===== src/rtl/dram_dec_pkg.sv =====
package dram_dec_pkg;
  typedef enum logic [3:0] {
    CYC_STANDBY  = 4'd0,
    CYC_ROW_OPEN = 4'd1,
    CYC_READ     = 4'd2,
    CYC_EARLY_WR = 4'd3,
    CYC_DELAY_WR = 4'd4,
    CYC_RMW      = 4'd5,
    CYC_RAS_ONLY = 4'd6,
    CYC_CBR      = 4'd7,
    CYC_HIDDEN   = 4'd8
  } cyc_e;

  localparam int unsigned NUM_STROBES = 4;
  localparam int unsigned S_RAS = 0;
  localparam int unsigned S_CAS = 1;
  localparam int unsigned S_WE  = 2;
  localparam int unsigned S_OE  = 3;
endpackage


===== src/rtl/dram_strobe_edges.sv =====
module dram_strobe_edges #(
  parameter int unsigned N = 4
) (
  input  logic         clk_i,
  input  logic         rst_ni,
  input  logic [N-1:0] strobe_ni,
  output logic [N-1:0] prev_o,
  output logic [N-1:0] fall_o,
  output logic [N-1:0] rise_o
);
  logic [N-1:0] q;

  always_ff @(posedge clk_i or negedge rst_ni) begin
    if (!rst_ni) q <= '1;
    else         q <= strobe_ni;
  end

  for (genvar i = 0; i < N; i++) begin : g_edge
    assign fall_o[i] = q[i] & ~strobe_ni[i];
    assign rise_o[i] = ~q[i] & strobe_ni[i];
  end

  assign prev_o = q;
endmodule


===== src/rtl/dram_refresh_ctr.sv =====
module dram_refresh_ctr #(
  parameter int unsigned AW = 11
) (
  input  logic          clk_i,
  input  logic          rst_ni,
  input  logic          inc_i,
  output logic [AW-1:0] addr_o
);
  always_ff @(posedge clk_i or negedge rst_ni) begin
    if (!rst_ni)    addr_o <= '0;
    else if (inc_i) addr_o <= addr_o + 1'b1;
  end
endmodule


===== src/rtl/dram_cycle_fsm.sv =====
module dram_cycle_fsm
  import dram_dec_pkg::*;
#(
  parameter int unsigned AW = 11
) (
  input  logic          clk_i,
  input  logic          rst_ni,
  input  logic          ras_l_i,
  input  logic          cas_l_i,
  input  logic          we_l_i,
  input  logic          oe_l_i,
  input  logic          ras_fall_i,
  input  logic          ras_rise_i,
  input  logic          cas_fall_i,
  input  logic          cas_rise_i,
  input  logic          we_fall_i,
  input  logic [AW-1:0] addr_i,
  input  logic [AW-1:0] ref_addr_i,
  output cyc_e          cycle_o,
  output logic [AW-1:0] row_o,
  output logic [AW-1:0] col_o,
  output logic          page_o,
  output logic          dv_o,
  output logic          err_o,
  output logic          ref_inc_o
);
  cyc_e          cycle_q;
  logic [AW-1:0] row_q, col_q;
  logic          page_q, dv_q, err_q;
  logic          in_ref_q, col_seen_q, oe_seen_q, cbr_arm_q;

  always_ff @(posedge clk_i or negedge rst_ni) begin
    if (!rst_ni) begin
      cycle_q    <= CYC_STANDBY;
      row_q      <= '0;
      col_q      <= '0;
      page_q     <= 1'b0;
      dv_q       <= 1'b0;
      err_q      <= 1'b0;
      in_ref_q   <= 1'b0;
      col_seen_q <= 1'b0;
      oe_seen_q  <= 1'b0;
      cbr_arm_q  <= 1'b0;
    end else begin
      err_q <= 1'b0;
      if (ras_fall_i) begin
        cbr_arm_q  <= 1'b0;
        col_seen_q <= 1'b0;
        page_q     <= 1'b0;
        if (!cas_l_i) begin
          // column strobe already low: refresh from the internal counter
          in_ref_q <= 1'b1;
          row_q    <= ref_addr_i;
          cycle_q  <= dv_q ? CYC_HIDDEN : CYC_CBR;
        end else begin
          in_ref_q <= 1'b0;
          row_q    <= addr_i;
          cycle_q  <= CYC_ROW_OPEN;
          dv_q     <= 1'b0;
        end
      end else if (ras_rise_i) begin
        in_ref_q <= 1'b0;
        page_q   <= 1'b0;
        cycle_q  <= (in_ref_q || col_seen_q) ? CYC_STANDBY : CYC_RAS_ONLY;
        if (cas_l_i) dv_q <= 1'b0;
      end else if (!ras_l_i) begin
        if (cas_fall_i && !in_ref_q) begin
          col_q      <= addr_i;
          col_seen_q <= 1'b1;
          page_q     <= col_seen_q;
          oe_seen_q  <= ~oe_l_i;
          if (!we_l_i) begin
            cycle_q <= CYC_EARLY_WR;
            dv_q    <= 1'b0;
          end else begin
            cycle_q <= CYC_READ;
            dv_q    <= 1'b1;
          end
        end else if (cas_rise_i) begin
          dv_q <= 1'b0;
        end else if (we_fall_i && !cas_l_i && cycle_q == CYC_READ) begin
          if (oe_seen_q) begin
            cycle_q <= CYC_RMW;
          end else begin
            cycle_q <= CYC_DELAY_WR;
            dv_q    <= 1'b0;
          end
        end else if (!oe_l_i) begin
          oe_seen_q <= 1'b1;
        end
      end else begin
        if (cas_fall_i) begin
          err_q     <= cbr_arm_q;
          cbr_arm_q <= 1'b1;
        end
        if (cas_rise_i) begin
          dv_q    <= 1'b0;
          cycle_q <= CYC_STANDBY;
        end
      end
    end
  end

  assign ref_inc_o = ras_rise_i & in_ref_q;
  assign cycle_o   = cycle_q;
  assign row_o     = row_q;
  assign col_o     = col_q;
  assign page_o    = page_q;
  assign dv_o      = dv_q;
  assign err_o     = err_q;
endmodule


===== src/rtl/dram_cycle_dec.sv =====
module dram_cycle_dec
  import dram_dec_pkg::*;
#(
  parameter int unsigned AW = 11
) (
  input  logic          clk_i,
  input  logic          rst_ni,
  input  logic          ras_ni,
  input  logic          cas_ni,
  input  logic          we_ni,
  input  logic          oe_ni,
  input  logic [AW-1:0] addr_i,
  output logic [3:0]    cycle_o,
  output logic [AW-1:0] row_o,
  output logic [AW-1:0] col_o,
  output logic          page_o,
  output logic          dout_en_o,
  output logic [AW-1:0] refresh_addr_o,
  output logic          proto_err_o
);
  logic [NUM_STROBES-1:0] strb, prev, fall, rise;
  logic [AW-1:0]          ref_addr;
  logic                   ref_inc, dv;
  cyc_e                   cyc;

  assign strb[S_RAS] = ras_ni;
  assign strb[S_CAS] = cas_ni;
  assign strb[S_WE]  = we_ni;
  assign strb[S_OE]  = oe_ni;

  dram_strobe_edges #(.N(NUM_STROBES)) u_edges (
    .clk_i     (clk_i),
    .rst_ni    (rst_ni),
    .strobe_ni (strb),
    .prev_o    (prev),
    .fall_o    (fall),
    .rise_o    (rise)
  );

  dram_refresh_ctr #(.AW(AW)) u_ctr (
    .clk_i  (clk_i),
    .rst_ni (rst_ni),
    .inc_i  (ref_inc),
    .addr_o (ref_addr)
  );

  dram_cycle_fsm #(.AW(AW)) u_fsm (
    .clk_i      (clk_i),
    .rst_ni     (rst_ni),
    .ras_l_i    (ras_ni),
    .cas_l_i    (cas_ni),
    .we_l_i     (we_ni),
    .oe_l_i     (oe_ni),
    .ras_fall_i (fall[S_RAS]),
    .ras_rise_i (rise[S_RAS]),
    .cas_fall_i (fall[S_CAS]),
    .cas_rise_i (rise[S_CAS]),
    .we_fall_i  (fall[S_WE]),
    .addr_i     (addr_i),
    .ref_addr_i (ref_addr),
    .cycle_o    (cyc),
    .row_o      (row_o),
    .col_o      (col_o),
    .page_o     (page_o),
    .dv_o       (dv),
    .err_o      (proto_err_o),
    .ref_inc_o  (ref_inc)
  );

  assign cycle_o        = cyc;
  assign dout_en_o      = dv & ~prev[S_OE];
  assign refresh_addr_o = ref_addr;
endmodule


===== config.mk =====
export PLATFORM = sky130hd
export DESIGN_NAME = dram_cycle_dec
export DESIGN_NICKNAME = d
export VERILOG_FILES = /design/src/rtl/dram_dec_pkg.sv /design/src/rtl/dram_strobe_edges.sv /design/src/rtl/dram_refresh_ctr.sv /design/src/rtl/dram_cycle_fsm.sv /design/src/rtl/dram_cycle_dec.sv
export SDC_FILE = /design/constraint.sdc
export NUM_CORES = 1
export LEC_CHECK = 0
export ABC_CLOCK_PERIOD_IN_PS = 1800
export CAP_MARGIN = 20
export CORE_ASPECT_RATIO = 1.2
export CORE_MARGIN = 5
export CORE_UTILIZATION = 50
export CTS_CLUSTER_DIAMETER = 100
export DETAILED_ROUTE_END_ITERATION = 12
export DONT_BUFFER_PORTS = 1
export PLACE_DENSITY = 0.68
export SLEW_MARGIN = 20
export SYNTH_ARGS = -nofsm -noshare
export SYNTH_HDL_FRONTEND = slang
export SYNTH_SLANG_ARGS = --single-unit

===== constraint.sdc =====
create_clock -name clk_i -period 1.8 [get_ports clk_i]
set_input_delay 0.18 -clock clk_i [delete_from_list [all_inputs] [get_ports clk_i]]
set_output_delay 0.18 -clock clk_i [all_outputs]
set_load 0.05 [all_outputs]

* Word level (Yosys, flattened, before mapping)
Cells that the tools add are included.
** Operators by class
- Bitwise logic cells :: 16
- Add/sub/neg operators :: 1
- Mux-type cells :: 46
- Equal/unequal tests :: 10
- Reduce and logical (&&, ||, !) cells :: 20
** Operators by type and width (number)
- two-way mux 4 bit :: 9
- two-way mux 1 bit :: 35
- AND reduction 3 bit :: 4
- adder 11 x 1 -> 11 bit, second input constant :: 1
- two-way mux 11 bit :: 1
- nonzero test 5 bit :: 2
- NOT 1 bit :: 9
- != test 2 x 1 -> 1 bit, second input constant :: 4
- nonzero test 2 bit :: 4
- bitwise AND 1 bit :: 7
- AND reduction 6 bit :: 1
- != test 5 x 2 -> 1 bit, second input constant :: 1
- != test 5 x 3 -> 1 bit, second input constant :: 1
- equality test 4 x 2 -> 1 bit, second input constant :: 1
- != test 4 x 1 -> 1 bit, second input constant :: 1
- AND reduction 4 bit :: 1
- logical AND 1 bit :: 3
- two-way mux 3 bit :: 1
- != test 3 x 1 -> 1 bit, second input constant :: 1
- nonzero test 3 bit :: 1
- logical NOT 1 bit :: 2
- != test 2 bit, second input constant :: 1
- AND reduction 2 bit :: 1
- logical OR 1 bit :: 1
** Word-level totals
- Output and inout bits :: 40
- Logic and storage cells :: 105
- Input port bits :: 17
- Flip-flop bits (word level) :: 48

* Logic depth before layout (Yosys ltp)
Gate-level depths: netlist of the first run.
- Word-level depth :: 10
- Mapped depth :: 7
- Gate-level depth less buffers :: 6

* Modules after synthesis
Synthesis of the first run repeated with hierarchy kept, for this count alone.
** Unflattened totals
- Cell total of the unflattened synthesis :: 205
- Area, all modules :: 2163.3 um^2
** Modules (own cells, without submodules)
- dram_cycle_fsm :: area each 1497.7 um^2, instances 1, cells an instance 152, sequential area each 825.8 um^2
- dram_refresh_ctr :: area each 496.7 um^2, instances 1, cells an instance 40, sequential area each 275.3 um^2
- dram_strobe_edges :: area each 155.1 um^2, instances 1, cells an instance 12, sequential area each 105.1 um^2
- dram_cycle_dec :: area each 13.8 um^2, instances 1, cells an instance 1, sequential area each 0.0 um^2

* Worst setup path before layout of the first run
No wires, ideal clock.
- Kind :: register to register
- Start :: reg u_edges.q[0] (netlist: u_edges.prev_o[0])
- End :: reg u_fsm.cycle_q[3] (netlist: u_fsm.cycle_o[3])
- Data required time :: 1672 ps
- Path buffers :: 1
- Path slack :: 14 ps
- Period minus slack after synthesis :: 1786 ps
- Arrival time :: 1658 ps
- Stages on the path, launching flop included :: 7
- Cell sequence :: dfstp_2 > ha_1 > clkbuf_1 > nor3_2 > and2b_1 > a21oi_2 > mux2_1
** RTL lines
- start, declared :: RTL line dram_strobe_edges.sv:11 : logic [N-1:0] q;
- start signal, assigned :: RTL line dram_strobe_edges.sv:15 : else q <= strobe_ni;
- bitwise AND 1 bit * :: RTL line dram_strobe_edges.sv:19 : assign fall_o[i] = q[i] & ~strobe_ni[i];
- named net u_fsm.ras_fall_i :: RTL line dram_cycle_fsm.sv:12 : input logic ras_fall_i,
- != test 5 x 3 -> 1 bit (no line) (tied with other cells)
- AND reduction 3 bit (no line)
- end signal, assigned :: RTL line dram_cycle_fsm.sv:54 : cycle_q <= dv_q ? CYC_HIDDEN : CYC_CBR;
- end signal, assigned :: RTL line dram_cycle_fsm.sv:64 : cycle_q <= (in_ref_q || col_seen_q) ? CYC_STANDBY : CYC_RAS_ONLY;
- end, declared :: RTL line dram_cycle_fsm.sv:27 : cyc_e cycle_q;
Mark *: on every way through the listed nets, which the timed path passes. The rest lies on a longest branch.
A chain may end at the register's enable or synchronous reset.

* Worst setup path after layout of the first run
Same ends and word-level chain as after synthesis.

==> flow_metrics.py, run 1 <==
metrics = {
    "min_path": {
        "holdPathStages": 1,
        "min_path_type": "input pin to flip-flop",
    },
    "timing": {
        "setup-violations-final": 0,
        "fmax_mhz": 566,
        "finalMaxSlewViolations": 0,
        "worstMarginPinSlew_ns": 0.505,
        "fin_ws_ns": 0.0347,
        "rsz0062_at_grt": "yes",
        "setup_tns_ns": 0,
        "finalCritPeriodShare": 0.981,
        "hold_viol": 0,
        "skew_ns": 0.0105,
        "slew_headroom": 0.664,
        "finalCriticalPeriod_ns": 1.77,
    },
    "logic_synthesis": {
        "netlist.area_leader.share": 0.504,
        "syn-instance-count": 192,
        "synthesis.nets": 214,
        "synth_cell_types": 42,
        "synthArstFlopShare": 1.00,
        "yosysTopAreaCell": "dfrtp_1",
        "synth_area_per_cell_um2": 11.4,
        "yosysMostFrequentCell": "dfrtp_1",
        "synthFlopType": "dfrtp_1",
        "ys_warn_count": 0,
        "synthTopCellsByCount": "dfrtp_1 (44), nor2_1 (19), a21oi_1 (13), nand2_1 (13), mux2_1 (12)",
        "synth_enable_flop_cells": 0,
        "synth-seq-cells": 48,
        "netlist_area_mm2": 0.00219,
        "ys_seq_area_frac": 0.552,
        "synthTopCellsByArea": "dfrtp_1 (50%), mux2_1 (6.2%), mux2i_1 (5.0%), dfstp_2 (4.8%), xnor2_1 (3.6%)",
    },
    "cells_and_area": {
        "layout-drive-gt1-share": 0.205,
        "multiInputGateArea_um2": 921,
        "nFillCells": 364,
        "num_antenna_cells": 0,
        "final-seq-area_mm2": 0.00121,
        "fin_nets": 250,
        "area_delta_synth_final_pct": 20.8,
    },
    "power_and_ir_drop": {
        "p_sw_frac": 0.414,
        "ir_drop_mv": 0.712,
        "p_per_area_mw_per_mm2": 1140,
        "pwr-share-clk": 0.209,
        "leakage_nw": 1.22,
        "pwr-share-comb": 0.211,
        "finalPower_mw": 3.01,
        "internal-power_mw": 1.76,
        "seq_power_share": 0.580,
        "p_sw_mw": 1.25,
    },
    "worst_setup_path": {
        "r2r_cells": 6,
        "path_buf_inv": 1,
        "cp_data_required_time_ns": 1.98,
        "critPathKind": "flip-flop to flip-flop",
        "worstSetupEndpointType": "flip-flop",
        "crit_slowest_cell": "dfstp_2",
        "cp_data_arrival_time_ns": 1.95,
        "crit_family": "flip-flops",
        "cp_cell_sequence": "buf_4 -> ha_1 -> nor3_2 -> and2b_1 -> a21oi_2 -> mux2_1",
        "cp_num_cells": 6,
        "critical-path-max-stage-delay_ns": 0.53,
        "start_kind": "flip-flop",
        "path_max_fanout": 4,
    },
    "detailed_routing": {
        "route.met3.wl_um": 367,
        "drt_pass1_iterations": 4,
        "viasPerCell": 5.51,
        "drc_errors": 0,
        "topRoutingLayerUsed": "met4",
        "dr_wl_met2_mm": 2.67,
        "drt_wl_total_mm": 4.99,
        "drt-initial-drc-count": 87,
        "vias": 1571,
        "ant_nets": 0,
        "wl_per_cell_um": 17.5,
        "wl_met1_mm": 1.89,
    },
    "clocking": {
        "cts_sinks": 48,
        "cts-htree-levels": 2,
        "cts_max_path_buffers": 2,
        "cts_made_buffers": 5,
        "root_buffer": "clkbuf_8",
        "clk_latency_ns": 0.30,
        "cts_tree": "done",
        "clkTransAtPathRegs_ns": 0.09,
    },
    "floorplan": {
        "start_util": 0.513,
        "core_area_mm2": 0.00426,
        "ios": 57,
        "die_area_mm2": 0.00580,
        "die_h_um": 82.4,
        "num_rows": 26,
        "die_w_um": 70.4,
    },
    "run_status": {
        "status": "complete, no violations",
    },
    "global_routing": {
        "grt_first_pass_wirelength_mm": 8.18,
        "grt-ovfl-total": 0,
        "grt_pass1_vias": 1694,
        "grt_usage": 0.184,
        "grt_max_degree": 49,
        "antenna_found_initial": 0,
    },
    "placed_design": {
        "place_hpwl_mm": 3.56,
        "place_congestion": 0.829,
        "numPortBuffers": 0,
        "place_ws_ns": -0.0322,
    },
    "run": {
        "maxCapViolations": 0,
    },
}
==> final cells by class <==
class | instances | share of cell area
clock inverters | 3 | 0.00711
well taps | 56 | 0.0265
repair buffers | 38 | 0.128
clock buffers | 5 | 0.0261
multi-input cells | 130 | 0.349
inverters | 5 | 0.00711
flip-flops and latches | 48 | 0.457
==> cell usage in the layout (no fill, tap or decap), drive strengths merged, types with 2 or more instances in the layout <==
cell type / n
mux2: 14
nor4b: 2
dfstp: 4
xnor2: 9
dfrtp: 44
nor2: 19
nor3: 4
a21oi: 14
nand2: 14
a2bb2oi: 2
clkinv: 3
o21ai: 3
clkbuf: 5
nand4: 3
nand3: 8
nor4: 2
inv: 5
nor2b: 4
and3: 2
ha: 5
mux2i: 11
a31oi: 2
buf: 25
dlygate4sd3: 13
==> routing by layer <==
layer,track usage,vias to the layer above
met5,0,-
met4,0.0651,0
met3,0.0726,7
met2,0.331,51
met1,0.199,772
li1,-,741
==> through the flow <==
step                      std cells  cell area, um^2   util  hold slack, ns
after floorplan                 192             2190      -          -0.116
after global placement          263             2380  0.559          -0.114
after detailed placement        263             2380  0.559          -0.114
after CTS                       284             2630  0.617         0.00116
after global routing            285             2640  0.620         0.00262
final                           285             2640  0.620         0.00995
==> final timing paths <==
path | endpoint | slack (ns) | startpoint
hold reg to reg | u_fsm.oe_seen_q | 0.51 | u_fsm.oe_seen_q
min in group asynchronous | u_fsm.cycle_o[0] | 0.39 | rst_ni
hold / removal | u_fsm.col_o[5] | 0.01 | addr_i[5]
max in group asynchronous | u_edges.prev_o[1] | 1.13 | rst_ni
setup reg to reg | u_fsm.cycle_o[3] | 0.03 | u_edges.prev_o[0]
setup / recovery | u_fsm.cycle_o[3] | 0.03 | u_edges.prev_o[0]
==> flip-flops by register name (all words and copies together) (netlist names) <==
register / flops
u_ctr.addr_o: 11
u_fsm.col_o: 11
u_fsm.row_o: 11
u_edges.prev_o: 4
u_fsm.cycle_o: 4
u_fsm.cbr_arm_q: 1
u_fsm.col_seen_q: 1
u_fsm.dv_o: 1
u_fsm.err_o: 1
u_fsm.in_ref_q: 1
u_fsm.oe_seen_q: 1
u_fsm.page_o: 1
==> power by group through the flow <==
stage / combinational, mW / sequential, mW / clock (mW)
after detailed placement: 0.586 / 1.77 / 0
after floorplan: 0.261 / 1.92 / 0
after global placement: 0.566 / 1.76 / 0
after global routing: 0.694 / 1.77 / 0.700
after CTS: 0.640 / 1.75 / 0.648
final: 0.635 / 1.75 / 0.628
==> logic make-up (layout without fill, tap and decap cells) <==
group	after synthesis	after routing	synth area share
flops	48	48	0.552
simple gates	62	62	0.142
mux	25	25	0.124
fa+ha+maj	5	5	0.0286
compound gates	28	28	0.0807
xor+xnor	10	10	0.0401
buf+inv	14	51	0.0326
==> repair_timing <==
action,in CTS,in global routing
gates resized for setup,2,2
buffers inserted,0,0
hold buffers,13,1
setup endpoints to repair,12,14
hold endpoints to repair,59,1
pin swaps,0,1
(Power assumes the default switching activity.)
==> inputs of run 2 (changes only) <==
SYNTH_HIERARCHICAL = 1   (was default)
==> run 2 against run 1 <==
- combinational power rose by 14%
- clock power rose by 66%
- core utilization rose by 2.4 points
- critical path type unchanged
- largest cell class unchanged
==> flow_metrics.py, run 2 <==
metrics = {
    "detailed_routing": {
        "drt_wl_total_mm": 5.13,
        "drc_errors": 0,
        "vias": 1590,
        "ant_nets": 0,
        "wl_per_cell_um": 17.2,
        "drt_pass1_iterations": 4,
        "viasPerCell": 5.34,
        "drt-initial-drc-count": 136,
    },
    "floorplan": {
        "num_rows": 26,
        "start_util": 0.511,
        "die_area_mm2": 0.00570,
        "core_area_mm2": 0.00420,
        "die_w_um": 69.8,
        "ios": 57,
        "die_h_um": 81.7,
    },
    "cells_and_area": {
        "fin_nets": 259,
        "area_delta_synth_final_pct": 26.0,
        "final_common_cell": "dfrtp_1",
        "final_cell_mix": "dfrtp_1 (44), nand2_1 (42), buf_4 (21)",
        "final-seq-area_mm2": 0.00121,
        "multiInputGateArea_um2": 892,
        "nFillCells": 352,
        "layout-drive-gt1-share": 0.198,
        "num_antenna_cells": 0,
    },
    "clocking": {
        "cts-htree-levels": 2,
        "cts_made_buffers": 5,
        "cts_sinks": 48,
        "cts_max_path_buffers": 2,
        "clkTransAtPathRegs_ns": 0.08,
        "cts_tree": "done",
        "clk_latency_ns": 0.30,
        "root_buffer": "clkbuf_8",
    },
    "worst_setup_path": {
        "cp_data_required_time_ns": 1.98,
        "path_max_fanout": 3,
        "crit_end": "u_fsm/cycle_o[0]",
        "rrSetupSlack_ns": 0.06,
        "cp_data_arrival_time_ns": 1.93,
        "r2r_cells": 5,
        "critPathKind": "flip-flop to flip-flop",
        "worstSetupStartpoint": "u_edges/prev_o[0]",
        "r2r-end": "u_fsm/cycle_o[0]",
        "start_kind": "flip-flop",
        "worstSetupEndpointType": "flip-flop",
        "r2r_start": "u_edges/prev_o[0]",
    },
    "timing": {
        "hold_ws_ns": 0.0692,
        "setup_tns_ns": 0,
        "skew_ns": 0.00505,
        "finalCritPeriodShare": 0.968,
        "fmax_mhz": 574,
        "slew_headroom": 0.650,
        "finalCriticalPeriod_ns": 1.74,
        "finalMaxSlewViolations": 0,
        "rsz0062_at_grt": "no",
        "setup-violations-final": 0,
        "worstMarginPinSlew_ns": 0.525,
        "hold_viol": 0,
    },
    "logic_synthesis": {
        "ys_warn_count": 6,
        "synth_area_per_cell_um2": 10.6,
        "synthesis.nets": 220,
        "netlist_area_mm2": 0.00214,
        "syn-instance-count": 202,
    },
    "global_routing": {
        "grt_max_degree": 49,
        "grt_first_pass_wirelength_mm": 8.38,
        "antenna_found_initial": 0,
        "grt-ovfl-total": 0,
        "grt_usage": 0.189,
        "grt_pass1_vias": 1722,
    },
    "placed_design": {
        "place_congestion": 0.908,
        "place_hpwl_mm": 3.60,
        "numPortBuffers": 0,
    },
    "power_and_ir_drop": {
        "ir_drop_mv": 0.804,
        "leakage_nw": 1.28,
        "p_per_area_mw_per_mm2": 1310,
    },
    "run": {
        "maxCapViolations": 0,
    },
    "min_path": {
        "min_path_type": "input pin to flip-flop",
        "min_from": "we_ni",
    },
    "run_status": {
        "status": "complete, no violations",
    },
}
[run 2: repair_timing]
action                                  in CTS  in global routing
endpoints found under the setup margin       0                 13
endpoints found under the hold margin       65                  0
setup buffers                                0                  1
hold buffers                                17                  0
gates resized for setup                      0                  6
[run 2: final cells by class]
cell class,count,area share
Clock inverter,3,0.0333
Inverter,5,0.00694
Multi-Input combinational cell,142,0.330
Clock buffer,5,0.0255
Tap cell,56,0.0259
Sequential cell,48,0.446
Timing Repair Buffer,39,0.132
[run 2: worst min path at each step]
stage                                 end  slack, ns  cells past startpoint
final                          u_fsm/dv_o       0.07                      2
after global placement        u_fsm/err_o      -0.11                      0
after floorplan           u_ctr/addr_o[0]      -0.12                      0
after CTS                      u_fsm/dv_o       0.06                      2
after global routing           u_fsm/dv_o       0.07                      2
after detailed placement   u_fsm/row_o[0]      -0.11                      0
[run 2: where the power goes]
group	switching [mW]	internal (mW)	total, mW
combinational	0.466	0.257	0.723
sequential	0.521	1.25	1.77
clock	0.348	0.694	1.04
total	1.33	2.20	3.54
[run 2: per-stage QoR]
stage / cells / power (mW) / setup slack, ns / util / area [um^2]
floorplan: 202 / 2.25 / 0.00432 / - / 2140
global placement: 271 / 2.43 / 0.0726 / 0.552 / 2320
detailed placement: 271 / 2.45 / 0.0486 / 0.552 / 2320
CTS: 296 / 3.55 / 0.0181 / 0.635 / 2660
global route: 298 / 3.69 / 0.00722 / 0.644 / 2700
finish: 298 / 3.54 / 0.0573 / 0.644 / 2700
[run 2: worst max-delay path, cell delays in order (launching register included)]
cell and delay (ns):
dfstp_2 0.53, nor2b_1 0.06, or2_1 0.26, a211oi_2 0.25, o31a_2 0.21, mux2_1 0.31
[run 2: routing by layer]
| layer | routed length [um] | share of wire | up-vias | track usage |
|---|---|---|---|---|
| met5 | 0 | 0 | - | 0 |
| met4 | 65 | 0.013 | 0 | 0.0536 |
| met3 | 355 | 0.069 | 8 | 0.0612 |
| met2 | 2790 | 0.54 | 51 | 0.357 |
| met1 | 1930 | 0.37 | 772 | 0.204 |
| li1 | - | - | 759 | - |
